--- config.mk ---
export PLATFORM = sky130hd
export DESIGN_NAME = i2c_bus_clear_seq
export DESIGN_NICKNAME = d
export VERILOG_FILES = /design/src/rtl/i2c_bus_clear_seq.sv
export SDC_FILE = /design/constraint.sdc
export NUM_CORES = 1
export LEC_CHECK = 0
export BUFFER_PORTS_ARGS = -buffer_cell sky130_fd_sc_hd__buf_2
export CAP_MARGIN = 5
export CELL_PAD_IN_SITES_DETAIL_PLACEMENT = 2
export CELL_PAD_IN_SITES_GLOBAL_PLACEMENT = 2
export CORE_UTILIZATION = 37
export DETAILED_ROUTE_END_ITERATION = 10
export PLACE_DENSITY = 0.86
export RECOVER_POWER = 100
export SLEW_MARGIN = 30
export SYNTH_ARGS = -nofsm -noshare
export SYNTH_HDL_FRONTEND = slang
export SYNTH_SLANG_ARGS = --single-unit
export TNS_END_PERCENT = 10
--- constraint.sdc ---
create_clock -name clk -period 5.6 [get_ports clk]
set_clock_uncertainty 0.15 [all_clocks]
set_input_delay 1.4 -clock clk [delete_from_list [all_inputs] [get_ports clk]]
set_output_delay 1.4 -clock clk [all_outputs]
set_load 0.02 [all_outputs]
--- src/rtl/i2c_bus_clear_seq.sv ---
module i2c_bus_clear_seq #(
  parameter int TICK_DIV = 100,
  parameter int DLY_W    = 12,
  parameter int ITERS    = 9
) (
  input  logic             clk,
  input  logic             rst_n,
  input  logic             start_i,
  input  logic [DLY_W-1:0] delay_us_i,
  input  logic             equal_wait_i,
  input  logic [7:0]       stat_i,
  output logic             stat_wr_o,
  output logic [7:0]       stat_wdata_o,
  output logic             ctrl_wr_o,
  output logic [7:0]       ctrl_o,
  output logic             busy_o,
  output logic             done_o
);
  localparam int PW = $clog2(TICK_DIV + 1);
  localparam int CW = DLY_W + 1;
  localparam int IW = $clog2(ITERS + 1);
  localparam logic [7:0] C_EN = 8'h80, C_STA = 8'h20, C_TX = 8'h10;
  localparam logic [7:0] S_CF = 8'h80, S_BB = 8'h20, S_AL = 8'h10, S_NAK = 8'h01;

  typedef enum logic [2:0] {IDLE, PRE, OFF, ON, W1, MEN, W2} st_t;
  st_t st;

  logic [DLY_W-1:0] dly_q, dly_eff;
  logic             alt_q, done_q, tick;
  logic [CW-1:0]    cnt;
  logic [PW-1:0]    pre;
  logic [IW-1:0]    it;
  logic [7:0]       ctrl_q;

  assign dly_eff = (delay_us_i < DLY_W'(2)) ? DLY_W'(2) : delay_us_i;
  assign tick    = (pre == PW'(TICK_DIV - 1));

  assign busy_o       = (st != IDLE);
  assign done_o       = done_q;
  assign stat_wr_o    = (st == PRE) && |(stat_i & (S_CF | S_BB | S_NAK));
  assign stat_wdata_o = stat_i & ~S_AL;
  assign ctrl_wr_o    = (st == OFF) || (st == ON) || (st == MEN);
  assign ctrl_o       = (st == OFF) ? 8'h00 :
                        (st == ON)  ? (C_EN | C_STA | C_TX) :
                        (st == MEN) ? C_EN : ctrl_q;

  always_ff @(posedge clk or negedge rst_n) begin
    if (!rst_n) begin
      st     <= IDLE;
      dly_q  <= '0;
      alt_q  <= 1'b0;
      cnt    <= '0;
      pre    <= '0;
      it     <= '0;
      done_q <= 1'b0;
      ctrl_q <= 8'h00;
    end else begin
      done_q <= 1'b0;
      ctrl_q <= ctrl_o;
      if (st == W1 || st == W2) pre <= tick ? '0 : pre + 1'b1;
      case (st)
        IDLE: if (start_i) begin
          st    <= PRE;
          dly_q <= dly_eff;
          alt_q <= equal_wait_i;
          it    <= '0;
        end
        PRE: st <= OFF;
        OFF: st <= ON;
        ON: begin
          st  <= W1;
          cnt <= CW'(dly_q);
          pre <= '0;
        end
        W1: if (tick) begin
          if (cnt == CW'(1)) st <= MEN;
          else cnt <= cnt - 1'b1;
        end
        MEN: begin
          st  <= W2;
          cnt <= alt_q ? CW'(dly_q) : (CW'(dly_q) << 1);
          pre <= '0;
        end
        W2: if (tick) begin
          if (cnt == CW'(1)) begin
            if (it == IW'(ITERS - 1)) begin
              st     <= IDLE;
              done_q <= 1'b1;
            end else begin
              st <= OFF;
              it <= it + 1'b1;
            end
          end else cnt <= cnt - 1'b1;
        end
        default: st <= IDLE;
      endcase
    end
  end


  busy_rise_chk: assert property (@(posedge clk) disable iff (!rst_n)
    (start_i && !busy_o) |=> busy_o);


  done_pulse_chk: assert property (@(posedge clk) disable iff (!rst_n)
    done_o |=> !done_o);


  done_idle_chk: assert property (@(posedge clk) disable iff (!rst_n)
    done_o |-> (!busy_o && ctrl_o == 8'h80));


  off_then_on_chk: assert property (@(posedge clk) disable iff (!rst_n)
    (ctrl_wr_o && ctrl_o == 8'h00) |=> (ctrl_wr_o && ctrl_o == 8'hB0));


  preclr_mask_chk: assert property (@(posedge clk) disable iff (!rst_n)
    stat_wr_o |-> (!stat_wdata_o[4] && busy_o && $past(!busy_o)));


  write_value_chk: assert property (@(posedge clk) disable iff (!rst_n)
    ctrl_wr_o |-> (ctrl_o == 8'h00 || ctrl_o == 8'hB0 || ctrl_o == 8'h80));
endmodule

Yosys cells after proc, flatten, opt, wreduce, memory -nomap -nowiden. Index checks and enable logic that the tools add are counted.

Word-level logic and storage cells: 72. Flip-flop bits (word level): 49. Input port bits: 24.

Multiplexer cells: 27. Equality and inequality tests: 17. Add/sub/neg operators: 3. Reductions and logical operators: 16. Order comparisons: 1.

Operators with widths (number): 13-bit 2-to-1 mux (3); 13-bit one-hot mux with 3 select lines (1); 8-bit 2-to-1 mux (3); 7-bit 2-to-1 mux (3); 3-bit one-hot mux with 7 select lines (1); 4-bit 2-to-1 mux (4); 3-bit 2-to-1 mux (5); 13-bit by 1-bit equality test with 1-bit output, second input constant (1); 13-bit by 1-bit subtractor with 13-bit output, second input constant (1); 12-bit by 2-bit less-than comparator with 1-bit output, second input constant (1); 12-bit 2-to-1 mux (1); 2-bit != test, second input constant (5); 5-bit AND reduction (2); 3-bit equality test, second input constant (3); 4-bit one-hot mux with 2 select lines (1); 7-bit by 1-bit adder with 7-bit output, second input constant (1); 7-bit equality test, second input constant (1); 3-bit by 2-bit equality test with 1-bit output, second input constant (2); 2-bit by 1-bit != test with 1-bit output, second input constant (3); 3-bit nonzero test (2); 4-bit by 1-bit adder with 4-bit output, second input constant (1); 4-bit equality test, second input constant (1); 1-bit 2-to-1 mux (4); 2-bit nonzero test (2); other kinds (9) (12).

Longest topological paths before layout. Gate-level depths: netlist of run 1.

Depth after elaboration: 5. Mapped depth: 7. Gate-level depth less buffers: 7.

Worst setup path after synthesis of run 1. Ideal clock, no wire load.

Path type: in2out. Start: input stat_i[5]. End: output stat_wr_o. Stages on the path: 2. Arrival time: 2.059 ns. Data required time: 4.050 ns. Buffers on the path: 0. Path slack: 1.991 ns. Cell sequence: nor3_1 nor4_1.

Cells in the longest elaborated chain, start to end: 2.

RTL lines: start: declaration (RTL line 11) `input logic [7:0] stat_i,`; 3-bit OR reduction (RTL line 40) `assign stat_wr_o = (st == PRE) && |(stat_i & (S_CF | S_BB | S_NAK));`; 1-bit logical AND (RTL line 40); end: declaration (RTL line 12) `output logic stat_wr_o,`.

No other way between the ends.

Worst setup path after layout of run 1.
Start: register st[2]. End: output ctrl_o[6].

Cells in the longest elaborated chain, start to end: 4. Elaborated cells between the ends (all ways): 6.

RTL lines: start: declaration (RTL line 26) `st_t st;`; start signal: assignment (RTL line 49) `st <= IDLE;`; start signal: assignment (RTL line 63) `st <= PRE;`; start signal: assignment (RTL line 68) `PRE: st <= OFF;`; 3-bit equality test (RTL line 45) `(st == MEN) ? C_EN : ctrl_q;`; 8-bit 2-to-1 mux (RTL line 45); 8-bit 2-to-1 mux (RTL line 44) `(st == ON) ? (C_EN | C_STA | C_TX) :`; 8-bit 2-to-1 mux (*) (RTL line 43) `assign ctrl_o = (st == OFF) ? 8'h00 :`; end: declaration (RTL line 15) `output logic [7:0] ctrl_o,`.

Every way passes the cells marked *; elsewhere a longest branch is shown, timed or not.

==> impl_metrics.env, run 1 <==
export IMPL_fillerInstances=853
export IMPL_p_leak_uw=0.00136
export IMPL_synthFlopType="dfrtp_1"
export IMPL_drt_met1_wl_mm=3.99
export IMPL_ys_seq_area_share_pct=42.8
export IMPL_syn_num_nets=358
export IMPL_place_congestion=0.843
export IMPL_hp_start="pre[6]"
export IMPL_slowest_stage="a21oi_1"
export IMPL_regArea_um2=1230
export IMPL_drtIter0Drc=154
export IMPL_synth_avg_cell_area_um2=8.72
export IMPL_crit_path_start_kind="flip-flop"
export IMPL_finalSetupViolCount=0
export IMPL_dieHeight_um=90.0
export IMPL_antenna_found_initial=0
export IMPL_synthTopCellsByArea="dfrtp_1 (43%), nand2_1 (8.2%), o21ai_0 (6.5%)"
export IMPL_portBuffers=33
export IMPL_grt_setup_unrepaired="false"
export IMPL_yosysMostFrequentCell="nand2_1"
export IMPL_cts_clk_slew_worst_paths_ns=0.10
export IMPL_yosys_warnings=0
export IMPL_finalCriticalPeriod_ns=3.77
export IMPL_vias=2670
export IMPL_fmax_mhz=265
export IMPL_crit_family="buffers and inverters"
export IMPL_holdWs_ns=0.351
export IMPL_wl_met2_mm=4.94
export IMPL_num_io_pins=44
export IMPL_htree_levels=2
export IMPL_hold_path_depth=1
export IMPL_grtUsageTotal_pct=24.8
export IMPL_drt_first_pass_iters=4
export IMPL_grt_max_degree=50
export IMPL_insertion_delay_ns=0.32
export IMPL_status="complete, but fails checks"
export IMPL_drive_above_1_share_pct=9.97
export IMPL_path_buf_inv=3
export IMPL_hpwl_mm=6.42
export IMPL_numClockSinks=49
export IMPL_whs_endpoint="pre[6]"
export IMPL_first_global_vias=2943
export IMPL_drt_total_wl_mm=9.51
export IMPL_pwr_share_clk_pct=45.6
export IMPL_tns_ns=0
export IMPL_crit_reg2reg_launch="st[0]"
export IMPL_reg2reg_depth=5
export IMPL_ir_drop_mv=0.135
export IMPL_postCtsHoldBufs=0
export IMPL_num_antenna_cells=0
export IMPL_p_seq_share_pct=51.7
export IMPL_total_power_uw=684
export IMPL_core_area_um2=7370
export IMPL_required_ns=4.05
export IMPL_synth_seq_cells=49
export IMPL_path_class="reg2out"
export IMPL_cts_resized=0
export IMPL_rows=31
export IMPL_p_sw_share_pct=21.6
export IMPL_async_flop_share_pct=100
export IMPL_dpl_worst_slack_ns=2.14
export IMPL_multi_input_area_um2=1430
export IMPL_ys_top_cells_by_count="nand2_1 (63), dfrtp_1 (49), o21ai_0 (37)"
export IMPL_floorplan_initialDensity_pct=38.9
export IMPL_clock_tree_root_cell="clkbuf_8"
export IMPL_synth_largest_area_cell="dfrtp_1"
export IMPL_synth_cells=329
export IMPL_yosys_cell_types_count=59
export IMPL_top_layer="met4"
export IMPL_synth_edf_count=0
export IMPL_slew_viol_final=50
export IMPL_tritoncts="built"
export IMPL_route_antenna_remaining_nets=0
export IMPL_die_x_um=90.0
export IMPL_relSlewSlack_pct=-82.6
export IMPL_wl_per_cell_um=21.1
export IMPL_drc_errors=0
export IMPL_min_path_type="reg2reg"
export IMPL_drv_cap=1
export IMPL_p_switching_uw=148
export IMPL_setup_ws_ns=1.83
export IMPL_rrSetupSlack_ns=2.73
export IMPL_endpoint_kind="output pin"
export IMPL_period_share_pct=67.4
export IMPL_grt_pass1_wl_mm=15.8
export IMPL_nets=379
export IMPL_gr_total_overflow=0
export IMPL_r2r_end="cnt[4]"
export IMPL_power_internal_uw=537
export IMPL_arrival_ns=2.22
export IMPL_cts_made_buffers=5
export IMPL_powerDensity_nw_per_um2=218
export IMPL_die_area_um2=8110
export IMPL_cp_max_fo=28
export IMPL_cp_cell_sequence="buf_4 > inv_1 > a21oi_1 > and2_0 > clkbuf_1"
export IMPL_cts_buffer_depth=2
export IMPL_synth_top_cell_area_share_pct=42.8
export IMPL_vias_per_cell=5.93
export IMPL_syn_cell_area_um2=2870
export IMPL_violations="capacitance limit, slew limit"
export IMPL_met3RoutedLength_um=327
export IMPL_post_cts_buffers=0
export IMPL_timing_hold_violations_final=0
export IMPL_worst_pin_slew_ns=2.74
export IMPL_critical_path_max_stage_delay_ns=0.44
export IMPL_syn2layout_area_growth_pct=9.51
export IMPL_comb_power_share_pct=2.7
## placed cells by master, fill, tap and decap left out, types with 6 or more instances in the layout
cell type / count
nor3_1: 9
o21ai_0: 37
nor4_1: 6
nor2_1: 13
inv_1: 15
and2_0: 6
nand3_1: 9
a32o_1: 6
a21oi_1: 10
nand2_1: 63
buf_2: 17
dfrtp_1: 49
clkbuf_1: 17
## power by group through the flow
stage | clock, uW | combinational [uW] | sequential (uW)
after global placement | 0 | 19.5 | 361
after CTS | 318 | 20.1 | 354
after floorplan | 0 | 9.10 | 361
after detailed placement | 0 | 20.1 | 361
final | 312 | 18.8 | 354
after global routing | 330 | 21.2 | 354
## how the worst max path moves through the flow
stage / slack (ns) / to / depth (start not counted) / start
after CTS: 1.93 / ctrl_o[6] / 5 / st[0]
after floorplan: 1.99 / stat_wr_o / 2 / stat_i[5]
after global routing: 1.40 / cnt[1] / 2 / rst_n
after detailed placement: 2.14 / stat_wr_o / 4 / stat_i[5]
final: 1.83 / ctrl_o[6] / 5 / st[2]
after global placement: 2.13 / stat_wr_o / 4 / stat_i[5]
## sequential cells by signal, indices dropped and copies added (netlist names)
signal	cells
cnt	13
dly_q	12
ctrl_q	8
pre	7
it	4
st	3
alt_q	1
done_o	1
## cells by family after synthesis
family | Yosys count | share of synthesized area (%)
AOI/OAI and AO/OA | 90 | 21.5
xor gates and xnor gates | 5 | 1.53
adders and majority gates | 5 | 2.18
buffers and inverters | 38 | 6.54
DFF | 49 | 42.8
other | 1 | 0.131
and+or+nand+nor | 141 | 25.4
## area by class of cell
type	instances	share of cell area, %
Multi-Input combinational cell	242	45.5
Sequential cell	49	39.0
Timing Repair Buffer	37	5.46
Tap cell	99	3.94
Clock buffer	5	2.19
Clock inverter	3	2.07
Inverter	15	1.79
## routing by layer
layer | up-vias | track usage (%)
met5 | - | 0
met4 | 0 | 9.01
met3 | 20 | 4.15
met2 | 66 | 43.8
met1 | 1367 | 30.1
li1 | 1217 | -
## through the flow
stage	util [%]	instance area (um^2)	instances
6_report	42.6	3140	450
5_1_grt	42.6	3140	450
4_1_cts	43.3	3190	450
3_5_place_dp	41.5	3060	442
3_3_place_gp	41.5	3060	442
2_1_floorplan	-	2870	329
## worst register-to-register path, stage by stage, from the launching register on
cell and delay, ns:
dfrtp_1 0.87, nand2_1 0.27, xnor2_1 0.38, o31ai_1 0.85, a21oi_1 0.15, nor2_1 0.14
Power figures use the tool's default switching activity.
==> inputs of run 2 (changes only) <==
Settings changed: CORE_UTILIZATION 37 to 34, PLACE_DENSITY 0.86 to 0.8.
Clock period 5.6 ns to 3.7 ns, I/O delays scaled along.
==> run 2 against run 1 <==
Compared with the run above: critical endpoint is now ctrl_o[3]; register-to-register slack worse by 1.9 ns; die area is 8.6% higher; cell area is 0.40% lower; the flow now finishes without violations; sequential share of layout area is 0.16 points higher; routed wire length is 9.2% lower; clock power is 6.4% higher.
==> impl_metrics.env, run 2 (synthesized netlist as in run 1, its figures left out) <==
export IMPL_status="complete, no violations"
export IMPL_first_global_vias=2750
export IMPL_floorplan_initialDensity_pct=35.1
export IMPL_num_antenna_cells=0
export IMPL_slew_viol_final=0
export IMPL_finalCriticalPeriod_ns=3.46
export IMPL_drv_cap=0
export IMPL_tns_ns=0
export IMPL_cp_max_fo=15
export IMPL_post_cts_buffers=0
export IMPL_crit_path_start_kind="flip-flop"
export IMPL_layout_commonest_cell="nand2_1"
export IMPL_drive_above_1_share_pct=10.2
export IMPL_fmax_mhz=289
export IMPL_top_register="cnt"
export IMPL_finalInstanceArea_um2=3130
export IMPL_hpwl_mm=6.50
export IMPL_rrSetupSlack_ns=0.86
export IMPL_p_leak_uw=0.00134
export IMPL_cts_buffer_depth=2
export IMPL_grt_setup_unrepaired="false"
export IMPL_top_layer="met4"
export IMPL_gr_total_overflow=0
export IMPL_path_buf_inv=2
export IMPL_total_power_uw=896
export IMPL_tritoncts="built"
export IMPL_arrival_ns=2.38
export IMPL_powerDensity_nw_per_um2=286
export IMPL_path_class="reg2out"
export IMPL_drt_first_pass_iters=4
export IMPL_cp_cell_sequence="inv_1 > a21oi_1 > and2_0 > clkbuf_1"
export IMPL_drc_errors=0
export IMPL_regArea_um2=1230
export IMPL_required_ns=2.62
export IMPL_route_antenna_remaining_nets=0
export IMPL_num_io_pins=44
export IMPL_rows=33
export IMPL_cts_clk_slew_worst_paths_ns=0.10
export IMPL_clock_tree_root_cell="clkbuf_8"
export IMPL_drt_total_wl_mm=8.64
export IMPL_grt_pass1_wl_mm=14.3
export IMPL_numClockSinks=49
export IMPL_cts_resized=0
export IMPL_fillerInstances=967
export IMPL_timing_hold_violations_final=0
export IMPL_final_cell_mix="nand2_1 (63), dfrtp_1 (49), o21ai_0 (37), clkbuf_1 (19), buf_2 (17)"
export IMPL_worst_pin_slew_ns=1.37
export IMPL_insertion_delay_ns=0.31
export IMPL_postLayoutCoreUtil_pct=38.3
export IMPL_met3RoutedLength_um=157
export IMPL_portBuffers=33
export IMPL_die_x_um=93.8
export IMPL_htree_levels=2
export IMPL_antenna_found_initial=0
export IMPL_grtUsageTotal_pct=21.1
export IMPL_multi_input_area_um2=1450
export IMPL_wl_met2_mm=4.40
export IMPL_syn2layout_area_growth_pct=9.08
export IMPL_postPlaceCellArea_um2=3080
export IMPL_finalSetupViolCount=0
export IMPL_core_area_um2=8180
export IMPL_top_regs="cnt (13), dly_q (12), ctrl_q (8)"
export IMPL_ir_drop_mv=0.123
export IMPL_period_share_pct=93.4
export IMPL_drtIter0Drc=114
export IMPL_wl_per_cell_um=18.9
export IMPL_nets=381
export IMPL_min_path_type="reg2reg"
export IMPL_grt_max_degree=28
export IMPL_relSlewSlack_pct=8.35
export IMPL_vias=2581
export IMPL_place_congestion=0.801
export IMPL_vias_per_cell=5.64
export IMPL_die_area_um2=8810
export IMPL_dieHeight_um=93.8
export IMPL_slowest_stage="dfrtp_1"
export IMPL_largest_reg_flops=13
export IMPL_endpoint_kind="output pin"
export IMPL_drt_met1_wl_mm=3.96
export IMPL_crit_family="flip-flops"
export IMPL_postCtsHoldBufs=0
export IMPL_critical_path_max_stage_delay_ns=0.69
export IMPL_cts_made_buffers=5
-- run 2: routing by layer --
layer  up-vias  global-route usage, %
li1       1222                      -
met1      1320                   26.7
met2        29                   37.2
met3        10                   2.67
met4         0                   6.15
met5         -                      0
-- run 2: final timing paths --
kind,from,endpoint,cells past startpoint
max in group asynchronous,rst_n,cnt[7],2
hold reg to reg,pre[6],pre[6],1
min in group asynchronous,rst_n,pre[5],1
hold / removal,pre[6],pre[6],1
setup reg to reg,st[1],cnt[6],6
setup / recovery,st[2],ctrl_o[3],4
-- run 2: worst reg2reg max path: stages, from the launching register on --
cell and delay (ns):
dfrtp_1 0.55, clkbuf_1 0.36, or2_2 0.44, a21o_1 0.27, a2111oi_0 0.69, nor2_1 0.09
a2bb2oi_1 0.15
-- run 2: cell type report --
| type | instances | area share, % |
|---|---|---|
| well taps | 105 | 4.20 |
| inverters | 15 | 1.80 |
| flip-flops and latches | 49 | 39.2 |
| multi-input cells | 242 | 46.4 |
| clock inverters | 3 | 0.560 |
| clock buffers | 5 | 2.20 |
| repair buffers | 39 | 5.64 |
-- run 2: power breakdown --
part	internal, uW	switching [uW]	leakage [uW]
clock network	131	200	0.0000439
registers	535	0	0.000639
logic	8.24	20.6	0.000659
-- run 2: through the flow --
| stage | worst slack [ns] | hold WS (ns) | cells |
|---|---|---|---|
| after detailed placement | 0.691 | 0.321 | 450 |
| after floorplan | 0.982 | 0.301 | 329 |
| after global placement | 0.801 | 0.310 | 450 |
| after global routing | 0.161 | 0.373 | 458 |
| final | 0.244 | 0.352 | 458 |
| after CTS | 0.365 | 0.347 | 458 |
==> inputs of run 3 (changes only) <==
Settings changed: MAX_ROUTING_LAYER set to met4.
==> run 3 against run 2 <==
Compared with the run above: core utilization unchanged; largest power group unchanged; die area unchanged; cell area unchanged; combinational power about the same; total power up 0.26%; critical endpoint unchanged; first-iteration DRC count down 4.4%; routed wire length up 0.38%; critical path type unchanged; global-route usage up 0.57 points; clock power about the same.
==> impl_metrics.env, run 3 (synthesized netlist as in run 1, its figures left out) <==
export IMPL_whs_endpoint="pre[6]"
export IMPL_postCtsHoldBufs=0
export IMPL_vias_per_cell=5.62
export IMPL_powerDensity_nw_per_um2=287
export IMPL_reg2reg_depth=6
export IMPL_drt_first_pass_iters=4
export IMPL_insertion_delay_ns=0.31
export IMPL_post_cts_buffers=0
export IMPL_antenna_found_initial=0
export IMPL_drtIter0Drc=109
export IMPL_top_register="cnt"
export IMPL_grtUsageTotal_pct=21.7
export IMPL_cts_buffer_depth=2
export IMPL_hold_path_depth=1
export IMPL_first_global_vias=2750
export IMPL_setup_ws_ns=0.261
export IMPL_layout_commonest_cell="nand2_1"
export IMPL_largest_reg_flops=13
export IMPL_period_share_pct=92.9
export IMPL_fmax_mhz=291
export IMPL_path_buf_inv=2
export IMPL_rows=33
export IMPL_wl_per_cell_um=18.9
export IMPL_grt_setup_unrepaired="false"
export IMPL_finalSetupViolCount=0
export IMPL_syn2layout_area_growth_pct=9.08
export IMPL_place_congestion=0.813
export IMPL_clock_tree_root_cell="clkbuf_8"
export IMPL_tritoncts="built"
export IMPL_cts_clk_slew_worst_paths_ns=0.09
export IMPL_dieHeight_um=93.8
export IMPL_die_x_um=93.8
export IMPL_drive_above_1_share_pct=10.2
export IMPL_dpl_worst_slack_ns=0.691
export IMPL_critical_path_max_stage_delay_ns=0.68
export IMPL_tns_ns=0
export IMPL_postPlaceCellArea_um2=3080
export IMPL_total_power_uw=898
export IMPL_status="complete, no violations"
export IMPL_min_path_type="reg2reg"
export IMPL_gr_total_overflow=0
export IMPL_crit_family="flip-flops"
export IMPL_nets=381
export IMPL_crit_path_start_kind="flip-flop"
export IMPL_cts_resized=0
export IMPL_vias=2576
export IMPL_ir_drop_mv=0.123
export IMPL_worst_pin_slew_ns=1.37
export IMPL_numClockSinks=49
export IMPL_slew_viol_final=0
export IMPL_route_antenna_remaining_nets=0
export IMPL_die_area_um2=8810
export IMPL_timing_hold_violations_final=0
export IMPL_drc_errors=0
export IMPL_finalInstanceArea_um2=3130
export IMPL_final_cell_mix="nand2_1 (63), dfrtp_1 (49), o21ai_0 (37), clkbuf_1 (19), buf_2 (17)"
export IMPL_postLayoutCoreUtil_pct=38.3
export IMPL_r2r_end="cnt[6]"
export IMPL_hpwl_mm=6.50
export IMPL_portBuffers=33
export IMPL_endpoint_kind="output pin"
export IMPL_num_antenna_cells=0
export IMPL_crit_reg2reg_launch="st[1]"
export IMPL_top_regs="cnt (13), dly_q (12), ctrl_q (8)"
export IMPL_finalCriticalPeriod_ns=3.44
export IMPL_rrSetupSlack_ns=0.85
export IMPL_cp_max_fo=15
export IMPL_cts_made_buffers=5
export IMPL_path_class="reg2out"
export IMPL_drt_total_wl_mm=8.67
export IMPL_arrival_ns=2.36
export IMPL_core_area_um2=8180
export IMPL_drv_cap=0
export IMPL_p_leak_uw=0.00134
export IMPL_relSlewSlack_pct=8.44
export IMPL_cp_cell_sequence="inv_1 > a21oi_1 > and2_0 > clkbuf_1"
export IMPL_floorplan_initialDensity_pct=35.1
export IMPL_hp_start="pre[6]"
export IMPL_required_ns=2.62
export IMPL_slowest_stage="dfrtp_1"
export IMPL_grt_pass1_wl_mm=14.3
export IMPL_htree_levels=2
export IMPL_grt_max_degree=28
export IMPL_num_io_pins=44
run 3: report_power, final:
group	internal [uW]	switching [uW]
clock	131	203
combinational	8.24	20.6
sequential	535	0
total	675	223
run 3: worst max-delay path by stage:
stage	cells past startpoint	slack, ns	to	startpoint
2_1_floorplan	5	0.98	ctrl_o[4]	st[1]
3_3_place_gp	4	0.80	ctrl_o[3]	st[2]
3_5_place_dp	4	0.69	ctrl_o[3]	st[2]
4_1_cts	4	0.36	ctrl_o[3]	st[2]
5_1_grt	4	0.16	ctrl_o[3]	st[2]
6_report	4	0.26	ctrl_o[3]	st[2]
run 3: area by class of cell:
cell class,count,area (um^2)
clock buffers,5,68.8
clock inverters,3,17.5
fillers,967,5050
inverters,15,56.3
multi-input cells,242,1450
flip-flops and latches,49,1230
well taps,105,131
repair buffers,39,176
run 3: metal layers:
metal  global-route usage [%]  up-vias  wire (um)
met4                     6.15        0        114
met2                     37.2       35       4400
met3                     2.67        9        151
li1                         -     1219          -
met5                        -        -          0
met1                     26.7     1313       4010
run 3: stage by stage:
stage                     hold WS [ns]  cells
after CTS                        0.347    458
final                            0.352    458
after global placement           0.310    450
after global routing             0.374    458
after floorplan                  0.301    329
after detailed placement         0.321    450
